$ cat src/rtl/xlat_pkg.sv
// Shared types for the address translation unit.
// Assumes 2-bit rights codes and a page table entry laid out as
// {ppn, rights[1:0], present}.
package xlat_pkg;

    typedef enum logic [2:0] {
        ST_IDLE,
        ST_LOOKUP,
        ST_FETCH,
        ST_WAIT,
        ST_FILL,
        ST_RESP
    } walk_state_e;

    typedef enum logic [1:0] {
        RIGHTS_NONE = 2'b00,
        RIGHTS_RO   = 2'b01,
        RIGHTS_RW   = 2'b10,
        RIGHTS_RSV  = 2'b11
    } rights_e;

    localparam int PTE_PRESENT_BIT = 0;
    localparam int PTE_RIGHTS_LSB  = 1;
    localparam int PTE_PPN_LSB     = 3;

    // Decide whether a rights code allows the access kind.
    function automatic logic rights_permit(input logic [1:0] rights, input logic wr);
        return (rights == RIGHTS_RW) || ((rights == RIGHTS_RO) && !wr);
    endfunction

endpackage

$ cat src/rtl/xlat_cam.sv
// Fully associative entry store with parallel VPN match.
// Holds VPN, PPN, rights, valid, referenced and dirty per entry.
// Assumes fill and touch never occur in the same cycle; flush wins over both.
module xlat_cam #(
    parameter int ENTRIES = 8,
    parameter int VPN_W   = 20,
    parameter int PPN_W   = 14,
    localparam int IDX_W  = $clog2(ENTRIES)
) (
    input  logic               clk,
    input  logic               rst_n,
    input  logic               flush,
    input  logic [VPN_W-1:0]   lk_vpn,
    output logic               hit,
    output logic [IDX_W-1:0]   hit_idx,
    output logic [PPN_W-1:0]   hit_ppn,
    output logic [1:0]         hit_rights,
    input  logic               fill_en,
    input  logic [IDX_W-1:0]   fill_idx,
    input  logic [VPN_W-1:0]   fill_vpn,
    input  logic [PPN_W-1:0]   fill_ppn,
    input  logic [1:0]         fill_rights,
    input  logic               clr_refs,
    input  logic               touch_en,
    input  logic [IDX_W-1:0]   touch_idx,
    input  logic               touch_write,
    input  logic [IDX_W-1:0]   rd_idx,
    output logic [VPN_W-1:0]   rd_vpn,
    output logic               rd_dirty,
    output logic [ENTRIES-1:0] valid_vec,
    output logic [ENTRIES-1:0] ref_vec
);

    logic [VPN_W-1:0]   vpn_q    [ENTRIES];
    logic [PPN_W-1:0]   ppn_q    [ENTRIES];
    logic [1:0]         rights_q [ENTRIES];
    logic [ENTRIES-1:0] valid_q;
    logic [ENTRIES-1:0] ref_q;
    logic [ENTRIES-1:0] dirty_q;
    logic [ENTRIES-1:0] match_vec;

    // Valid flags: cleared by reset and flush, set by a fill.
    always_ff @(posedge clk) begin
        if (!rst_n || flush) begin
            valid_q <= '0;
        end else if (fill_en) begin
            valid_q[fill_idx] <= 1'b1;
        end
    end

    // Referenced flags: set by permitted hits, cleared by fills and by the all-set rule.
    always_ff @(posedge clk) begin
        if (!rst_n || flush) begin
            ref_q <= '0;
        end else if (fill_en) begin
            if (clr_refs) begin
                ref_q <= '0;
            end
            ref_q[fill_idx] <= 1'b0;
        end else if (touch_en) begin
            ref_q[touch_idx] <= 1'b1;
        end
    end

    // Dirty flags: set by permitted writes, cleared when an entry is refilled.
    always_ff @(posedge clk) begin
        if (!rst_n) begin
            dirty_q <= '0;
        end else if (fill_en) begin
            dirty_q[fill_idx] <= 1'b0;
        end else if (touch_en && touch_write) begin
            dirty_q[touch_idx] <= 1'b1;
        end
    end

    // Translation payload written on a fill.
    always_ff @(posedge clk) begin
        if (fill_en) begin
            vpn_q[fill_idx]    <= fill_vpn;
            ppn_q[fill_idx]    <= fill_ppn;
            rights_q[fill_idx] <= fill_rights;
        end
    end

    for (genvar g = 0; g < ENTRIES; g++) begin : g_match
        assign match_vec[g] = valid_q[g] && (vpn_q[g] == lk_vpn);

        // a dirty flag only rises after a permitted write to this entry.
        a_r7_dirty_from_write: assert property (@(posedge clk) disable iff (!rst_n)
            $rose(dirty_q[g]) |-> $past(touch_en && touch_write && (touch_idx == IDX_W'(g))));
    end

    // OR-combine the matching entry's fields; at most one entry matches.
    always_comb begin
        hit_idx    = '0;
        hit_ppn    = '0;
        hit_rights = '0;
        for (int i = 0; i < ENTRIES; i++) begin
            if (match_vec[i]) begin
                hit_idx    = hit_idx | IDX_W'(i);
                hit_ppn    = hit_ppn | ppn_q[i];
                hit_rights = hit_rights | rights_q[i];
            end
        end
    end

    assign hit       = |match_vec;
    assign rd_vpn    = vpn_q[rd_idx];
    assign rd_dirty  = dirty_q[rd_idx];
    assign valid_vec = valid_q;
    assign ref_vec   = ref_q;

    // no VPN may match two entries.
    a_r11_single_match: assert property (@(posedge clk) disable iff (!rst_n)
        $onehot0(match_vec));

    // a flush leaves every entry invalid.
    a_r10_flush_clears: assert property (@(posedge clk) disable iff (!rst_n)
        flush |=> (valid_q == '0));

endmodule

$ cat src/rtl/xlat_victim.sv
// Victim selection for fills. Prefers the lowest invalid entry, then the lowest
// entry with its referenced flag clear, else entry 0 with a request to clear all flags.
// Purely combinational.
module xlat_victim #(
    parameter int ENTRIES = 8,
    localparam int IDX_W  = $clog2(ENTRIES)
) (
    input  logic [ENTRIES-1:0] valid_vec,
    input  logic [ENTRIES-1:0] ref_vec,
    output logic [IDX_W-1:0]   victim_idx,
    output logic               clr_refs
);

    logic found;

    // Priority search over the two flag vectors.
    always_comb begin
        victim_idx = '0;
        clr_refs   = 1'b0;
        found      = 1'b0;
        for (int i = 0; i < ENTRIES; i++) begin
            if (!found && !valid_vec[i]) begin
                victim_idx = IDX_W'(i);
                found      = 1'b1;
            end
        end
        for (int i = 0; i < ENTRIES; i++) begin
            if (!found && !ref_vec[i]) begin
                victim_idx = IDX_W'(i);
                found      = 1'b1;
            end
        end
        if (!found) begin
            victim_idx = '0;
            clr_refs   = 1'b1;
        end
    end

endmodule

$ cat src/rtl/xlat_walker.sv
// Request sequencer: accepts one request, looks it up, walks the page table on
// a miss, requests a fill, retries, and presents a one-cycle response.
// Assumes the memory returns exactly one mem_rvalid per mem_req.
module xlat_walker
    import xlat_pkg::*;
#(
    parameter int VA_W    = 32,
    parameter int PA_W    = 26,
    parameter int OFF_W   = 12,
    parameter int PTB_W   = 6,
    parameter int IDX_W   = 3,
    localparam int VPN_W  = VA_W - OFF_W,
    localparam int PPN_W  = PA_W - OFF_W,
    localparam int PTE_W  = PPN_W + 3,
    localparam int MEM_AW = PTB_W + VPN_W
) (
    input  logic              clk,
    input  logic              rst_n,
    input  logic [PTB_W-1:0]  ptbase_i,
    input  logic              req_valid_i,
    input  logic              req_write_i,
    input  logic [VA_W-1:0]   req_vaddr_i,
    output logic              req_ready_o,
    output logic              rsp_valid_o,
    output logic [PA_W-1:0]   rsp_paddr_o,
    output logic              rsp_pfault_o,
    output logic              rsp_prot_o,
    output logic              mem_req_o,
    output logic [MEM_AW-1:0] mem_addr_o,
    input  logic              mem_rvalid_i,
    input  logic [PTE_W-1:0]  mem_rdata_i,
    output logic [VPN_W-1:0]  lk_vpn_o,
    input  logic              hit_i,
    input  logic [IDX_W-1:0]  hit_idx_i,
    input  logic [PPN_W-1:0]  hit_ppn_i,
    input  logic [1:0]        hit_rights_i,
    output logic              touch_en_o,
    output logic [IDX_W-1:0]  touch_idx_o,
    output logic              touch_write_o,
    output logic              fill_en_o,
    output logic [PPN_W-1:0]  fill_ppn_o,
    output logic [1:0]        fill_rights_o
);

    walk_state_e      state_q, state_d;
    logic [VA_W-1:0]  vaddr_q;
    logic             write_q;
    logic [PTE_W-1:0] pte_q;
    logic [PA_W-1:0]  paddr_q;
    logic             pfault_q;
    logic             prot_q;
    logic             permit;

    assign permit = rights_permit(hit_rights_i, write_q);

    // Next-state selection for the walk sequence.
    always_comb begin
        state_d = state_q;
        case (state_q)
            ST_IDLE:   if (req_valid_i) state_d = ST_LOOKUP;
            ST_LOOKUP: state_d = hit_i ? ST_RESP : ST_FETCH;
            ST_FETCH:  state_d = ST_WAIT;
            ST_WAIT:   if (mem_rvalid_i) state_d = mem_rdata_i[PTE_PRESENT_BIT] ? ST_FILL : ST_RESP;
            ST_FILL:   state_d = ST_LOOKUP;
            ST_RESP:   state_d = ST_IDLE;
            default:   state_d = ST_IDLE;
        endcase
    end

    // State register.
    always_ff @(posedge clk) begin
        if (!rst_n) state_q <= ST_IDLE;
        else        state_q <= state_d;
    end

    // Capture the request on acceptance and the table entry on return.
    always_ff @(posedge clk) begin
        if (!rst_n) begin
            vaddr_q <= '0;
            write_q <= 1'b0;
            pte_q   <= '0;
        end else begin
            if (state_q == ST_IDLE && req_valid_i) begin
                vaddr_q <= req_vaddr_i;
                write_q <= req_write_i;
            end
            if (state_q == ST_WAIT && mem_rvalid_i) begin
                pte_q <= mem_rdata_i;
            end
        end
    end

    // Response registers, loaded on a hit or on a not-present table entry.
    always_ff @(posedge clk) begin
        if (!rst_n) begin
            paddr_q  <= '0;
            pfault_q <= 1'b0;
            prot_q   <= 1'b0;
        end else if (state_q == ST_LOOKUP && hit_i) begin
            paddr_q  <= permit ? {hit_ppn_i, vaddr_q[OFF_W-1:0]} : '0;
            pfault_q <= 1'b0;
            prot_q   <= !permit;
        end else if (state_q == ST_WAIT && mem_rvalid_i && !mem_rdata_i[PTE_PRESENT_BIT]) begin
            paddr_q  <= '0;
            pfault_q <= 1'b1;
            prot_q   <= 1'b0;
        end
    end

    assign req_ready_o   = (state_q == ST_IDLE);
    assign rsp_valid_o   = (state_q == ST_RESP);
    assign rsp_paddr_o   = paddr_q;
    assign rsp_pfault_o  = pfault_q;
    assign rsp_prot_o    = prot_q;
    assign mem_req_o     = (state_q == ST_FETCH);
    assign mem_addr_o    = {ptbase_i, vaddr_q[VA_W-1:OFF_W]};
    assign lk_vpn_o      = vaddr_q[VA_W-1:OFF_W];
    assign touch_en_o    = (state_q == ST_LOOKUP) && hit_i && permit;
    assign touch_idx_o   = hit_idx_i;
    assign touch_write_o = write_q;
    assign fill_en_o     = (state_q == ST_FILL);
    assign fill_ppn_o    = pte_q[PTE_PPN_LSB +: PPN_W];
    assign fill_rights_o = pte_q[PTE_RIGHTS_LSB +: 2];

    // the table read request is a single-cycle pulse.
    a_r3_req_pulse: assert property (@(posedge clk) disable iff (!rst_n)
        mem_req_o |=> !mem_req_o);

    // a page fault response follows directly on a table read.
    a_r4_pfault_after_walk: assert property (@(posedge clk) disable iff (!rst_n)
        (rsp_valid_o && rsp_pfault_o) |-> $past(state_q == ST_WAIT));

    // the block is ready again right after a response.
    a_r12_ready_after_rsp: assert property (@(posedge clk) disable iff (!rst_n)
        rsp_valid_o |=> req_ready_o);

    // the page offset passes through on a successful translation.
    a_r2_offset_kept: assert property (@(posedge clk) disable iff (!rst_n)
        (rsp_valid_o && !rsp_pfault_o && !rsp_prot_o) |->
            (rsp_paddr_o[OFF_W-1:0] == vaddr_q[OFF_W-1:0]));

endmodule

$ cat src/rtl/xlat_unit.sv
// Top of the address translation unit: entry store, victim picker and walk
// sequencer. Page table entry address is {ptbase_i, vpn}. Eviction information
// is presented during the fill cycle when the chosen victim was valid.
module xlat_unit #(
    parameter int VA_W    = 32,
    parameter int PA_W    = 26,
    parameter int OFF_W   = 12,
    parameter int PTB_W   = 6,
    parameter int ENTRIES = 8,
    localparam int VPN_W  = VA_W - OFF_W,
    localparam int PPN_W  = PA_W - OFF_W,
    localparam int PTE_W  = PPN_W + 3,
    localparam int MEM_AW = PTB_W + VPN_W,
    localparam int IDX_W  = $clog2(ENTRIES)
) (
    input  logic              clk,
    input  logic              rst_n,
    input  logic [PTB_W-1:0]  ptbase_i,
    input  logic              flush_i,
    input  logic              req_valid_i,
    input  logic              req_write_i,
    input  logic [VA_W-1:0]   req_vaddr_i,
    output logic              req_ready_o,
    output logic              rsp_valid_o,
    output logic [PA_W-1:0]   rsp_paddr_o,
    output logic              rsp_pfault_o,
    output logic              rsp_prot_o,
    output logic              mem_req_o,
    output logic [MEM_AW-1:0] mem_addr_o,
    input  logic              mem_rvalid_i,
    input  logic [PTE_W-1:0]  mem_rdata_i,
    output logic              evict_valid_o,
    output logic [VPN_W-1:0]  evict_vpn_o,
    output logic              evict_dirty_o
);

    logic [VPN_W-1:0]   lk_vpn;
    logic               hit;
    logic [IDX_W-1:0]   hit_idx;
    logic [PPN_W-1:0]   hit_ppn;
    logic [1:0]         hit_rights;
    logic               touch_en;
    logic [IDX_W-1:0]   touch_idx;
    logic               touch_write;
    logic               fill_en;
    logic [PPN_W-1:0]   fill_ppn;
    logic [1:0]         fill_rights;
    logic [IDX_W-1:0]   victim_idx;
    logic               clr_refs;
    logic [ENTRIES-1:0] valid_vec;
    logic [ENTRIES-1:0] ref_vec;
    logic [VPN_W-1:0]   rd_vpn;
    logic               rd_dirty;

    xlat_walker #(
        .VA_W (VA_W),
        .PA_W (PA_W),
        .OFF_W(OFF_W),
        .PTB_W(PTB_W),
        .IDX_W(IDX_W)
    ) u_walker (
        .clk          (clk),
        .rst_n        (rst_n),
        .ptbase_i     (ptbase_i),
        .req_valid_i  (req_valid_i),
        .req_write_i  (req_write_i),
        .req_vaddr_i  (req_vaddr_i),
        .req_ready_o  (req_ready_o),
        .rsp_valid_o  (rsp_valid_o),
        .rsp_paddr_o  (rsp_paddr_o),
        .rsp_pfault_o (rsp_pfault_o),
        .rsp_prot_o   (rsp_prot_o),
        .mem_req_o    (mem_req_o),
        .mem_addr_o   (mem_addr_o),
        .mem_rvalid_i (mem_rvalid_i),
        .mem_rdata_i  (mem_rdata_i),
        .lk_vpn_o     (lk_vpn),
        .hit_i        (hit),
        .hit_idx_i    (hit_idx),
        .hit_ppn_i    (hit_ppn),
        .hit_rights_i (hit_rights),
        .touch_en_o   (touch_en),
        .touch_idx_o  (touch_idx),
        .touch_write_o(touch_write),
        .fill_en_o    (fill_en),
        .fill_ppn_o   (fill_ppn),
        .fill_rights_o(fill_rights)
    );

    xlat_cam #(
        .ENTRIES(ENTRIES),
        .VPN_W  (VPN_W),
        .PPN_W  (PPN_W)
    ) u_cam (
        .clk        (clk),
        .rst_n      (rst_n),
        .flush      (flush_i),
        .lk_vpn     (lk_vpn),
        .hit        (hit),
        .hit_idx    (hit_idx),
        .hit_ppn    (hit_ppn),
        .hit_rights (hit_rights),
        .fill_en    (fill_en),
        .fill_idx   (victim_idx),
        .fill_vpn   (lk_vpn),
        .fill_ppn   (fill_ppn),
        .fill_rights(fill_rights),
        .clr_refs   (clr_refs),
        .touch_en   (touch_en),
        .touch_idx  (touch_idx),
        .touch_write(touch_write),
        .rd_idx     (victim_idx),
        .rd_vpn     (rd_vpn),
        .rd_dirty   (rd_dirty),
        .valid_vec  (valid_vec),
        .ref_vec    (ref_vec)
    );

    xlat_victim #(
        .ENTRIES(ENTRIES)
    ) u_victim (
        .valid_vec (valid_vec),
        .ref_vec   (ref_vec),
        .victim_idx(victim_idx),
        .clr_refs  (clr_refs)
    );

    assign evict_valid_o = fill_en && valid_vec[victim_idx];
    assign evict_vpn_o   = rd_vpn;
    assign evict_dirty_o = rd_dirty;

    // while a free entry exists, a fill never displaces a valid one.
    a_r8_prefer_free: assert property (@(posedge clk) disable iff (!rst_n)
        (fill_en && !(&valid_vec)) |-> !evict_valid_o);

endmodule

$ cat config.mk
export PLATFORM = sky130hd
export DESIGN_NAME = xlat_unit
export DESIGN_NICKNAME = d
export VERILOG_FILES = /design/src/rtl/xlat_pkg.sv /design/src/rtl/xlat_cam.sv /design/src/rtl/xlat_victim.sv /design/src/rtl/xlat_walker.sv /design/src/rtl/xlat_unit.sv
export SDC_FILE = /design/constraint.sdc
export NUM_CORES = 1
export LEC_CHECK = 0
export ABC_AREA = 1
export BUFFER_PORTS_ARGS = -buffer_cell sky130_fd_sc_hd__buf_2
export CAP_MARGIN = 15
export CORE_UTILIZATION = 39
export DETAILED_ROUTE_END_ITERATION = 10
export GPL_TIMING_DRIVEN = 0
export HOLD_SLACK_MARGIN = 0.02
export SLEW_MARGIN = 20
export SYNTH_ARGS = -nofsm -noshare
export SYNTH_HDL_FRONTEND = slang
export SYNTH_SLANG_ARGS = --single-unit
$ cat constraint.sdc
create_clock -name clk -period 10.55 [get_ports clk]
set_input_delay 3.165 -clock clk [delete_from_list [all_inputs] [get_ports clk]]
set_output_delay 3.165 -clock clk [all_outputs]
set_load 0.01 [all_outputs]
==> impl_metrics.csv <==
group,metric,value,unit
run_status,run_status,"finished, final reports clean",
floorplan,dieArea,0.0478,sq mm
logic_synthesis,synth-seq-cells,392,
logic_synthesis,synth.area.top_cells,"edfxtp_1 (47%), dfxtp_1 (11%), nand2_1 (10%)",
global_routing,grt_pass1_vias,14664,
clocking,worstSkewPairLatency,0.58,ns
clocking,cts_max_level,2,
logic_synthesis,async_reset_ff_share,0,%
cells_and_area,area_of_the_multi_input_gates,0.00596,sq mm
critical_path,crit_type,"flip-flop to output pin",
placed_design,io_buffers,133,
critical_path,cp_data_required_time,7.39,ns
critical_path,timing.reg2reg.worst_path_depth,11,
floorplan,core.rowCount,78,
timing,fraction_of_the_cycle_the_final_worst_path_needs,66.5,%
clocking,post_cts_resize_count,0,
placed_design,place_congestion,1.02,
timing,max_clock_freq,143,MHz
cells_and_area,syn_to_final_growth,16.5,%
hold_path,hold_worst_path_end,"u_cam.ref_vec[3]$_SDFFE_PP0P_",
clocking,cts_buffer_depth,3,
global_routing,overflow,0,
critical_path,crit_fanout,10,
critical_path,critPathCaptureType,"output pin",
routing,initialDrtViolationCount,1855,
job,cap_violations,0,
global_routing,top_usage_layer,"met2",
cells_and_area,sequential_cell_area,0.0107,sq mm
clocking,cts.reportedPaths.clkPinSlew,0.06,ns
logic_synthesis,synth_most_common_cell,"nand2_1",
global_routing,grtUsageMet2,45.0,%
routing,route.detailed.wl_per_inst,23.7,um
logic_synthesis,synth_enable_flop_cells,288,
pwr,p_switching,946,uW
floorplan,die_height,219,um
global_routing,antenna_found_initial,1,
timing,report.final.hold_viol_count,0,
pwr,worst_ir_drop_vdd,0.118,mV
routing,route.final.wire_length,67.8,mm
pwr,power_frac_seq,47.3,%
critical_path,worstReg2RegStart,"u_cam.valid_vec[0]$_SDFFE_PP0P_",
floorplan,die_x,219,um
timing,setup_violations,0,
cells_and_area,layout-drive-gt1-share,15.5,%
routing,antenna_left,0,
timing,clock-skew-final,0.0144,ns
critical_path,r2r_setup_slack,6.58,ns
critical_path,cp_data_arrival_time,3.85,ns
global_routing,grt_usage,28.3,%
pwr,sw_frac_of_total,25.5,%
global_routing,grt.met1_usage,36.4,%
hold_path,timing.hold.worst.start,"u_cam.ref_vec[3]$_SDFFE_PP0P_",
pwr,power.density,174,mW/mm^2
clocking,cts_root_buf,"clkbuf_16",
timing,finalSetupTns,0,ns
pwr,relative_contribution_of_combinational_cells_to_total_power,10.1,%
logic_synthesis,post_synth_inst_count,2040,
critical_path,reg2reg_to,"u_cam.ppn_q[5][5]$_DFFE_PP_",
pwr,intPower,2.76,mW
logic_synthesis,synth.largest_area_cell,"edfxtp_1",
cells_and_area,final_net_count,2284,
logic_synthesis,yosysWarningCount,0,
floorplan,initial_core_util,40.0,%
logic_synthesis,synth_top_cells_by_count,"nand2_1 (497), edfxtp_1 (288), inv_1 (222)",
global_routing,grtUsageMet3,4.19,%
logic_synthesis,avgSynthCellArea,8.97,sq um
pwr,total_leakage_power,8.85,nW
timing,slew_headroom,16.9,%
logic_synthesis,synth_top_area_share,47.3,%
clocking,post_cts_buffers,0,
pwr,share_clk_of_total_power,42.5,%
routing,vias,15558,
cells_and_area,insertedDiodeCount,0,
logic_synthesis,dominant_synthesized_flop_cell,"edfxtp_1",
clocking,cts.sink_count,392,
timing,worst_pin_slew,1.25,ns
clocking,cts_tree,"done",
logic_synthesis,synth_fp_nets,2101,
timing,grt_setup_unrepaired,"no",
critical_path,setup.worst_path.start_class,"flip-flop",
logic_synthesis,synth_area,0.0183,sq mm
hold_path,hold-path-cell-count,2,
routing,post-route-drc-count,0,
floorplan,num_io_pins,140,
global_routing,grt_first_pass_wirelength,96.6,mm
logic_synthesis,synth.lib_cells_used.distinct,40,
hold_path,worst_hold_path_type,"flip-flop to flip-flop",
placed_design,post_dp_hpwl,47.8,mm
routing,via_per_inst,5.44,
timing,fin_crit,7.01,ns
cells_and_area,fin_util,46.5,%
clocking,cts_hold_buf,0,
clocking,cts_buffers,44,
global_routing,grt_start_max_net_pins,38,
floorplan,floorplan_core_area,0.0458,sq mm
cells_and_area,fillCellCount,4479,
routing,drt_first_pass_iters,8,
timing,maxSlewViolCount,0,
logic_synthesis,seq_area_frac_synth,58.7,%
## flip-flops by register name, indices dropped and copies added (netlist names)
name	flops
u_cam.vpn_q	160
u_cam.ppn_q	112
u_walker.vaddr_q	32
u_walker.rsp_paddr_o	26
u_cam.rights_q	16
u_walker.pte_q	16
u_cam.dirty_q	8
u_cam.ref_vec	8
u_cam.valid_vec	8
u_walker.state_q	3
u_walker.rsp_pfault_o	1
u_walker.rsp_prot_o	1
u_walker.touch_write_o	1
## area by class of cell
cell class | count | share of cell area (%)
clock inverter | 18 | 0.963
multi-input combinational | 1297 | 28.0
clock buffer | 63 | 5.99
buffer | 106 | 3.22
tap | 600 | 3.52
inverter | 245 | 4.38
timing repair buffer | 137 | 3.57
sequential | 392 | 50.4
## metrics by stage
step           power (mW)  worst slack, ns  instance area, sq um  std cells  hold WS [ns]
3_5_place_dp         2.15             3.99                 19800       2777         0.441
5_1_grt              3.80             3.35                 21300       2858         0.481
3_3_place_gp         2.15             3.99                 19700       2773         0.440
4_1_cts              3.71             3.62                 21300       2858         0.450
2_1_floorplan        1.99             4.10                 18300       2040         0.426
6_report             3.71             3.54                 21300       2858         0.448
## worst max-delay path, cell delays in order (launching register included)
cell      delay (ns)
dfxtp_1         0.45
nand2_1         0.15
nor3_4          0.25
nand3_2         0.13
nor2_4          0.16
nand3b_4        0.14
nand4_1         0.18
nand2_1         0.12
nor2_2          0.32
clkbuf_1        0.71
nand3_1         0.12
o21ai_0         0.12
nor2_1          0.06
nand2_1         0.18
buf_2           0.17
## power by group through the flow
stage | sequential (mW) | combinational [mW] | clock [mW]
2_1_floorplan | 1.76 | 0.225 | 0
3_3_place_gp | 1.78 | 0.363 | 0
3_5_place_dp | 1.79 | 0.367 | 0
4_1_cts | 1.75 | 0.369 | 1.59
5_1_grt | 1.76 | 0.402 | 1.64
6_report | 1.75 | 0.375 | 1.58
## worst max path at each step
stage | start | end | slack, ns | cells after the start
floorplan | ptbase_i[0] | mem_addr_o[20] | 4.10 | 1
global placement | ptbase_i[5] | mem_addr_o[25] | 3.99 | 2
detailed placement | ptbase_i[3] | mem_addr_o[23] | 3.99 | 2
CTS | u_cam.valid_vec[0]$_SDFFE_PP0P_ | evict_vpn_o[4] | 3.62 | 14
global route | u_cam.valid_vec[0]$_SDFFE_PP0P_ | evict_vpn_o[4] | 3.35 | 14
finish | u_cam.valid_vec[0]$_SDFFE_PP0P_ | evict_vpn_o[4] | 3.54 | 14
## per-layer routing
layer | part of all wire [%] | routed length (um)
met3 | 8.8 | 5980
met2 | 45 | 30800
met1 | 39 | 26800
met5 | 0 | 0
met4 | 6.3 | 4270
## cells in the final DEF, fill, tap and decap left out, drive strengths merged
cell	instances
clkinv	14
nand3	175
o21ai	178
o221ai	1
nor4	1
and2	1
o22ai	15
clkbuf	88
nand2	503
a211oi	1
o211ai	7
inv	245
a21oi	98
o31ai	1
nor2	222
nand3b	1
nand4	58
xnor2	17
xor2	4
a22oi	4
nor3	4
buf	218
edfxtp	288
bufinv	4
dfxtp	104
or2	6
## cells by family after synthesis
| family | synth area share (%) |
|---|---|
| XOR/XNOR | 1.01 |
| AND/OR/NAND/NOR | 22.8 |
| buffers and inverters | 8.78 |
| AO/OA/AOI/OAI | 8.75 |
| flip-flops | 58.7 |
(Power assumes the default switching activity.)
